$ cat config.mk
export PLATFORM = sky130hd
export DESIGN_NAME = mc_core
export DESIGN_NICKNAME = d
export VERILOG_FILES = /design/src/rtl/mc_pkg.sv /design/src/rtl/mc_alu_dec.sv /design/src/rtl/mc_alu.sv /design/src/rtl/mc_regfile.sv /design/src/rtl/mc_ctrl.sv /design/src/rtl/mc_core.sv
export SDC_FILE = /design/constraint.sdc
export NUM_CORES = 2
export LEC_CHECK = 0
export BUFFER_PORTS_ARGS = -buffer_cell sky130_fd_sc_hd__buf_2
export CAP_MARGIN = 20
export CORE_AREA = 2 2 475 288
export CTS_CLUSTER_SIZE = 8
export DETAILED_ROUTE_END_ITERATION = 6
export DIE_AREA = 0 0 477 290
export GPL_TIMING_DRIVEN = 1
export PLACE_DENSITY_LB_ADDON = 0.25
export SLEW_MARGIN = 20
export SYNTH_ARGS = -nofsm -noshare
export SYNTH_HDL_FRONTEND = slang
export SYNTH_SLANG_ARGS = --single-unit
export TNS_END_PERCENT = 20
$ cat constraint.sdc
create_clock -name clk -period 6.8 [get_ports clk]
set_input_delay 1.36 -clock clk [delete_from_list [all_inputs] [get_ports clk]]
set_output_delay 1.36 -clock clk [all_outputs]
set_load 0.005 [all_outputs]
$ cat src/rtl/mc_pkg.sv
package mc_pkg;

   typedef enum logic [2:0] {
      ST_FETCH  = 3'd0,
      ST_DECODE = 3'd1,
      ST_EXEC   = 3'd2,
      ST_MEM    = 3'd3,
      ST_WB     = 3'd4
   } state_t;

   typedef enum logic [2:0] {
      ALU_AND = 3'b000,
      ALU_OR  = 3'b001,
      ALU_ADD = 3'b010,
      ALU_SUB = 3'b110,
      ALU_SLT = 3'b111
   } alu_op_t;

   typedef enum logic [1:0] {AM_ADD, AM_SUB, AM_FUNCT} alu_mode_t;
   typedef enum logic [1:0] {BS_REG, BS_FOUR, BS_IMM, BS_IMM_SH} bsel_t;
   typedef enum logic [1:0] {PS_ALU, PS_LATCH, PS_JUMP} psel_t;

   localparam logic [5:0] OPC_RTYPE = 6'd0;
   localparam logic [5:0] OPC_JUMP  = 6'd2;
   localparam logic [5:0] OPC_BEQ   = 6'd4;
   localparam logic [5:0] OPC_LOAD  = 6'd35;
   localparam logic [5:0] OPC_STORE = 6'd43;

   typedef struct packed {
      logic      ir_we;
      logic      pc_we;
      logic      pc_we_eq;
      psel_t     pc_sel;
      logic      a_from_reg;
      bsel_t     b_sel;
      alu_mode_t mode;
      logic      mem_rd;
      logic      mem_wr;
      logic      addr_from_latch;
      logic      ab_we;
      logic      res_we;
      logic      mdr_we;
      logic      rf_we;
      logic      rf_dst_rd;
      logic      rf_from_mdr;
   } ctl_t;

endpackage

$ cat src/rtl/mc_alu_dec.sv
module mc_alu_dec
   import mc_pkg::*;
(
   input  alu_mode_t  mode,
   input  logic [3:0] funct_lo,
   output alu_op_t    op
);
   always_comb begin
      op = ALU_ADD;
      unique case (mode)
         AM_ADD: op = ALU_ADD;
         AM_SUB: op = ALU_SUB;
         default: begin
            case (funct_lo)
               4'b0010: op = ALU_SUB;
               4'b0100: op = ALU_AND;
               4'b0101: op = ALU_OR;
               4'b1010: op = ALU_SLT;
               default: op = ALU_ADD;
            endcase
         end
      endcase
   end
endmodule

$ cat src/rtl/mc_alu.sv
module mc_alu
   import mc_pkg::*;
#(
   parameter int W = 32
) (
   input  logic [W-1:0] a,
   input  logic [W-1:0] b,
   input  alu_op_t      op,
   output logic [W-1:0] y,
   output logic         zero
);
   always_comb begin
      unique case (op)
         ALU_AND: y = a & b;
         ALU_OR:  y = a | b;
         ALU_SUB: y = a - b;
         ALU_SLT: y = W'($signed(a) < $signed(b));
         default: y = a + b;
      endcase
   end
   assign zero = (y == '0);
endmodule

$ cat src/rtl/mc_regfile.sv
module mc_regfile #(
   parameter int W       = 32,
   parameter int DEPTH   = 32,
   parameter bit ZERO_R0 = 1'b1,
   localparam int AW     = $clog2(DEPTH)
) (
   input  logic          clk,
   input  logic          rst_n,
   input  logic [AW-1:0] ra1,
   input  logic [AW-1:0] ra2,
   output logic [W-1:0]  rd1,
   output logic [W-1:0]  rd2,
   input  logic          we,
   input  logic [AW-1:0] wa,
   input  logic [W-1:0]  wd
);
   logic [W-1:0] regs [DEPTH];

   always_ff @(posedge clk or negedge rst_n) begin
      if (!rst_n) begin
         for (int i = 0; i < DEPTH; i++) regs[i] <= '0;
      end else if (we) begin
         regs[wa] <= wd;
      end
   end

   generate
      if (ZERO_R0) begin : g_hard_zero
         assign rd1 = (ra1 == '0) ? '0 : regs[ra1];
         assign rd2 = (ra2 == '0) ? '0 : regs[ra2];
      end else begin : g_plain
         assign rd1 = regs[ra1];
         assign rd2 = regs[ra2];
      end
   endgenerate
endmodule

$ cat src/rtl/mc_ctrl.sv
module mc_ctrl
   import mc_pkg::*;
(
   input  logic       clk,
   input  logic       rst_n,
   input  logic [5:0] opcode,
   output state_t     state,
   output ctl_t       ctl
);
   state_t nxt;
   logic   known;

   assign known = (opcode == OPC_RTYPE) || (opcode == OPC_JUMP) ||
                  (opcode == OPC_BEQ)   || (opcode == OPC_LOAD) ||
                  (opcode == OPC_STORE);

   always_comb begin
      nxt = ST_FETCH;
      unique case (state)
         ST_FETCH:  nxt = ST_DECODE;
         ST_DECODE: nxt = known ? ST_EXEC : ST_FETCH;
         ST_EXEC:   nxt = (opcode == OPC_RTYPE || opcode == OPC_LOAD ||
                           opcode == OPC_STORE) ? ST_MEM : ST_FETCH;
         ST_MEM:    nxt = (opcode == OPC_LOAD) ? ST_WB : ST_FETCH;
         default:   nxt = ST_FETCH;
      endcase
   end

   always_ff @(posedge clk or negedge rst_n) begin
      if (!rst_n) state <= ST_FETCH;
      else        state <= nxt;
   end

   always_comb begin
      ctl = '0;
      unique case (state)
         ST_FETCH: begin
            ctl.mem_rd = 1'b1;
            ctl.ir_we  = 1'b1;
            ctl.b_sel  = BS_FOUR;
            ctl.pc_we  = 1'b1;
            ctl.pc_sel = PS_ALU;
         end
         ST_DECODE: begin
            ctl.ab_we  = 1'b1;
            ctl.b_sel  = BS_IMM_SH;
            ctl.res_we = 1'b1;
         end
         ST_EXEC: begin
            ctl.a_from_reg = 1'b1;
            if (opcode == OPC_RTYPE) begin
               ctl.mode   = AM_FUNCT;
               ctl.res_we = 1'b1;
            end else if (opcode == OPC_LOAD || opcode == OPC_STORE) begin
               ctl.b_sel  = BS_IMM;
               ctl.res_we = 1'b1;
            end else if (opcode == OPC_BEQ) begin
               ctl.mode     = AM_SUB;
               ctl.pc_we_eq = 1'b1;
               ctl.pc_sel   = PS_LATCH;
            end else if (opcode == OPC_JUMP) begin
               ctl.pc_we  = 1'b1;
               ctl.pc_sel = PS_JUMP;
            end
         end
         ST_MEM: begin
            if (opcode == OPC_RTYPE) begin
               ctl.rf_we     = 1'b1;
               ctl.rf_dst_rd = 1'b1;
            end else if (opcode == OPC_LOAD) begin
               ctl.mem_rd          = 1'b1;
               ctl.addr_from_latch = 1'b1;
               ctl.mdr_we          = 1'b1;
            end else if (opcode == OPC_STORE) begin
               ctl.mem_wr          = 1'b1;
               ctl.addr_from_latch = 1'b1;
            end
         end
         default: begin
            ctl.rf_we       = 1'b1;
            ctl.rf_from_mdr = 1'b1;
         end
      endcase
   end
endmodule

$ cat src/rtl/mc_core.sv
module mc_core
   import mc_pkg::*;
#(
   parameter int          XLEN     = 32,
   parameter int          REG_CNT  = 32,
   parameter bit          ZERO_R0  = 1'b1,
   parameter logic [31:0] RESET_PC = 32'h0
) (
   input  logic            clk,
   input  logic            rst_n,
   output logic [XLEN-1:0] mem_addr,
   output logic [XLEN-1:0] mem_wdata,
   input  logic [XLEN-1:0] mem_rdata,
   output logic            mem_rd,
   output logic            mem_wr
);
   localparam int RIDX_W = $clog2(REG_CNT);

   generate
      if (XLEN != 32) begin : g_bad_xlen
         $error("mc_core: instruction format needs XLEN of 32");
      end
      if (RIDX_W != 5) begin : g_bad_regs
         $error("mc_core: register fields are 5 bits, REG_CNT must be 32");
      end
   endgenerate

   state_t          state;
   ctl_t            ctl;
   logic [XLEN-1:0] pc, ir, a_q, b_q, res_q, mdr_q;
   logic [XLEN-1:0] rs_data, rt_data, alu_a, alu_b, alu_y, pc_next, imm_sx, rf_wd;
   logic            alu_zero;
   alu_op_t         alu_op;
   logic [5:0]      opcode;
   logic [RIDX_W-1:0] f_rs, f_rt, f_rd, rf_wa;

   assign opcode = ir[31:26];
   assign f_rs   = ir[25:21];
   assign f_rt   = ir[20:16];
   assign f_rd   = ir[15:11];
   assign imm_sx = {{(XLEN-16){ir[15]}}, ir[15:0]};

   mc_ctrl u_ctrl (
      .clk    (clk),
      .rst_n  (rst_n),
      .opcode (opcode),
      .state  (state),
      .ctl    (ctl)
   );

   assign rf_wa = ctl.rf_dst_rd ? f_rd : f_rt;
   assign rf_wd = ctl.rf_from_mdr ? mdr_q : res_q;

   mc_regfile #(.W(XLEN), .DEPTH(REG_CNT), .ZERO_R0(ZERO_R0)) u_rf (
      .clk   (clk),
      .rst_n (rst_n),
      .ra1   (f_rs),
      .ra2   (f_rt),
      .rd1   (rs_data),
      .rd2   (rt_data),
      .we    (ctl.rf_we),
      .wa    (rf_wa),
      .wd    (rf_wd)
   );

   assign alu_a = ctl.a_from_reg ? a_q : pc;
   always_comb begin
      unique case (ctl.b_sel)
         BS_FOUR:   alu_b = XLEN'(4);
         BS_IMM:    alu_b = imm_sx;
         BS_IMM_SH: alu_b = {imm_sx[XLEN-3:0], 2'b00};
         default:   alu_b = b_q;
      endcase
   end

   mc_alu_dec u_dec (
      .mode     (ctl.mode),
      .funct_lo (ir[3:0]),
      .op       (alu_op)
   );

   mc_alu #(.W(XLEN)) u_alu (
      .a    (alu_a),
      .b    (alu_b),
      .op   (alu_op),
      .y    (alu_y),
      .zero (alu_zero)
   );

   always_comb begin
      unique case (ctl.pc_sel)
         PS_LATCH: pc_next = res_q;
         PS_JUMP:  pc_next = {pc[XLEN-1:XLEN-4], ir[25:0], 2'b00};
         default:  pc_next = alu_y;
      endcase
   end

   always_ff @(posedge clk or negedge rst_n) begin
      if (!rst_n) begin
         pc    <= RESET_PC;
         ir    <= '0;
         a_q   <= '0;
         b_q   <= '0;
         res_q <= '0;
         mdr_q <= '0;
      end else begin
         if (ctl.pc_we || (ctl.pc_we_eq && alu_zero)) pc <= pc_next;
         if (ctl.ir_we)  ir    <= mem_rdata;
         if (ctl.ab_we) begin
            a_q <= rs_data;
            b_q <= rt_data;
         end
         if (ctl.res_we) res_q <= alu_y;
         if (ctl.mdr_we) mdr_q <= mem_rdata;
      end
   end

   assign mem_addr  = ctl.addr_from_latch ? res_q : pc;
   assign mem_wdata = b_q;
   assign mem_rd    = ctl.mem_rd;
   assign mem_wr    = ctl.mem_wr;
endmodule

==> metrics <==
outcome=finished, final reports clean; initial antenna violation count=7; most common cell after layout, fill and taps aside=dfrtp_1; clock sink count=1219; Combinational Power Share=46.2%; Synth Warn #=0; number of buffers inserted by port buffering=99; share of cells above drive strength 1=22.8%; Die W=477 um; DRT antenna net count=0; max-capacitance violation count=0; TNS Setup=0 ns; Num CTS Buffers=170; total power divided by cell area=413 mW/mm^2; Worst Hold Depth=2; Placer Congestion=1.05; Int Pwr=0.0173 W; switching pwr=0.0132 W; # DRC=0; via count=51.4k; Clock Latency Late Sink=0.82 ns; Avg Cell Area, Syn=11.0 um^2; Static Leak=32.2 nW; DR WL/cell=29.8 um; All-Layer GR Usage=33.4%; # resized after CTS=0; worst path bufs/invs=2; Hold Path End=a_q[11]; worst rel slew slack=17.6%; die area=0.138 mm^2; Post-synth EDFFs=0; RSZ-0062 raised after global routing=no; reg2reg end=pc[13]; critical path type=register to register; CTS tree=done; Initial DRC Count=6680; GR Overflow Total=0; critical path's slowest cell=or4b_1; Post-CTS Setup Bufs=0; cell family with most CP delay=compound AO/OA/AOI/OAI gates; Syn Nets=6169; H-Tree Depth=4; TritonRoute pass-1 iters=6; Clock power frac=25.5%; Final Critical Period=6.62 ns; sequential area share after synthesis=45.7%; Ports=100; core area=0.134 mm^2; row count=104; Die Ht=290 um; worst-path cell chain=or3b_1, nor3_4, nor2_2, a222oi_1, inv_1, ha_1, a21oi_1, o22ai_1, a211oi_2, o21ai_0, a21oi_1, mux2i_1, a211oi_1, nand3_1, or4b_1, nor4_4, a31oi_4, buf_12, mux2_4; commonest non-fill, non-tap cells in the layout=dfrtp_1, nand2_1, a21oi_1; setup slack, reg-to-reg=0.18 ns; worst path required time=7.48 ns; drt via density=6.65; setup ws final=0.184 ns; first-pass GRT wire length=343 mm; Fin. Hold Viols=0; ys flop type=dfrtp_1; root buf cell=clkbuf_16; net switching share of the total power=43.3%; Clk pin slew, worst setup/hold paths=0.06 ns; fmax=0.151 GHz; DP Wirelength=141 mm; CP endpoint kind=register; hold buffer count at cts=0; CP dominant cell by count=a21oi_1; Tcrit/Tclk final=97.3%; Area growth, synth to finish=11.0%; HP Class=register to register; Seq cells post-synth=1219; vias in the first global route=50.0k; nets@finish=6032; VDD IR-drop max=0.424 mV; Clock Skew=0.0420 ns; CP max FO=24; ys async rst share=100%; min-delay src=a_q[11]; final wirelength=230 mm; crit-path max cell delay=0.54 ns; Slew @ Worst Pin=1.24 ns; worst reg2reg path depth=19; clock buffer depth=3; Worst setup SP type=register; Setup-failing EPs final=0; DP Worst Slack=0.295 ns; sequential share of power=28.3%; largest net degree at the start of global routing=169; reg2reg start=u_ctrl.state[2]; Cells after Synth=6035; data arrival time of the worst path=7.30 ns; Fillers=11.3k; Initial Util=49.9%; Synth cell types=88; post-synthesis cell area=0.0667 mm^2; pins over their slew limit=0
## routing by layer
| metal | global-route usage [%] | up-vias | share of wire, % |
|---|---|---|---|
| li1 | - | 21628 | - |
| met1 | 50.4 | 26337 | 43 |
| met2 | 46.5 | 2964 | 43 |
| met3 | 9.41 | 453 | 11 |
| met4 | 11.0 | 4 | 3.2 |
| met5 | 0 | - | 0.012 |
## kinds of logic after synthesis
logic type / Yosys count / synth area share (%)
simple gates: 1601 / 9.74
flops: 1219 / 45.7
compound gates: 1541 / 12.8
xor+xnor: 11 / 0.145
mux: 896 / 25.9
fa+ha+maj: 100 / 1.90
buf+inv: 667 / 3.87
## cell type report
cell class	instances	area [um^2]	area share (%)
multi-input cells	4149	34100	46.1
flip-flops and latches	1219	30500	41.3
clock buffers	180	4290	5.80
inverters	98	368	0.497
clock inverters	16	384	0.519
well taps	1802	2250	3.05
diodes	3	7.51	0.0101
repair buffers	260	2060	2.79
## sequential cells by signal (all words and copies together), names as in the netlist
| name | flops |
|---|---|
| mem_wdata | 32 |
| u_rf.regs | 1024 |
| u_ctrl.state | 3 |
| mdr_q | 32 |
| a_q | 32 |
| ir | 32 |
| pc | 32 |
| res_q | 32 |
## worst reg2reg max path: stages, from the launching register on
cell and delay [ns]:
dfrtp_4 0.47, or3b_1 0.44, nor3_4 0.34, nor2_2 0.22, a222oi_1 0.51, inv_1 0.10, ha_1 0.47, a21oi_1 0.51
o22ai_1 0.24, a211oi_2 0.31, o21ai_0 0.29, a21oi_1 0.25, mux2i_1 0.16, a211oi_1 0.34, nand3_1 0.15, or4b_1 0.54
nor4_4 0.37, a31oi_4 0.21, buf_12 0.23, mux2_4 0.38
## worst max path at each step
stage               slack [ns]  endpoint            start  cells after the start
floorplan                 1.11    pc[10]  u_ctrl.state[2]                     23
global placement          0.30     pc[7]  u_ctrl.state[2]                     20
detailed placement        0.30    pc[10]  u_ctrl.state[2]                     20
CTS                       0.27    pc[13]  u_ctrl.state[2]                     20
global route             0.007    pc[13]  u_ctrl.state[2]                     20
finish                    0.18    pc[13]  u_ctrl.state[2]                     19
## synth_stat cells (all sizes together), types with 5 or more instances
cell / count / area [um^2]
a2111oi: 8 / 70.1
a211o: 10 / 87.6
a211oi: 10 / 80.1
a21boi: 5 / 37.5
a21o: 15 / 113
a21oi: 698 / 3500
a221o: 12 / 120
a221oi: 20 / 175
a22o: 8 / 70.1
a22oi: 18 / 140
a31oi: 20 / 140
and2: 11 / 68.8
buf: 92 / 419
clkbuf: 477 / 1790
dfrtp: 1219 / 30500
ha: 98 / 1230
inv: 98 / 368
mux2: 148 / 1740
mux2i: 108 / 1080
mux4: 640 / 14400
nand2: 734 / 2760
nand2b: 20 / 125
nand3: 20 / 100
nand3b: 5 / 37.5
nand4: 14 / 87.6
nor2: 684 / 2570
nor2b: 19 / 119
nor3: 31 / 166
nor3b: 8 / 65.1
nor4: 23 / 165
o211ai: 13 / 97.6
o21a: 19 / 143
o21ai: 599 / 3000
o221ai: 8 / 70.1
o22ai: 15 / 93.8
o311ai: 5 / 43.8
o31ai: 9 / 67.6
or2: 10 / 62.6
or4: 5 / 37.5
xnor2: 9 / 78.8
## power groups by stage
| stage | registers (W) | logic (W) | clock network, W |
|---|---|---|---|
| 5_1_grt | 0.00867 | 0.0149 | 0.00820 |
| 3_3_place_gp | 0.00877 | 0.0137 | 0 |
| 2_1_floorplan | 0.00799 | 0.00968 | 0 |
| 4_1_cts | 0.00866 | 0.0137 | 0.00785 |
| 6_report | 0.00864 | 0.0141 | 0.00779 |
| 3_5_place_dp | 0.00878 | 0.0136 | 0 |
## stage by stage
step	hold WS, ns	utilization (%)	power [W]	instances	area (um^2)
after floorplan	0.450	-	0.0177	6035	66700
after CTS	0.486	55.2	0.0302	7718	73800
after global routing	0.503	55.4	0.0318	7726	74000
final	0.489	55.4	0.0305	7727	74000
after detailed placement	0.475	51.7	0.0224	7522	69100
after global placement	0.467	51.7	0.0224	7520	69100
Note: power is estimated with default switching activity, not from simulation.
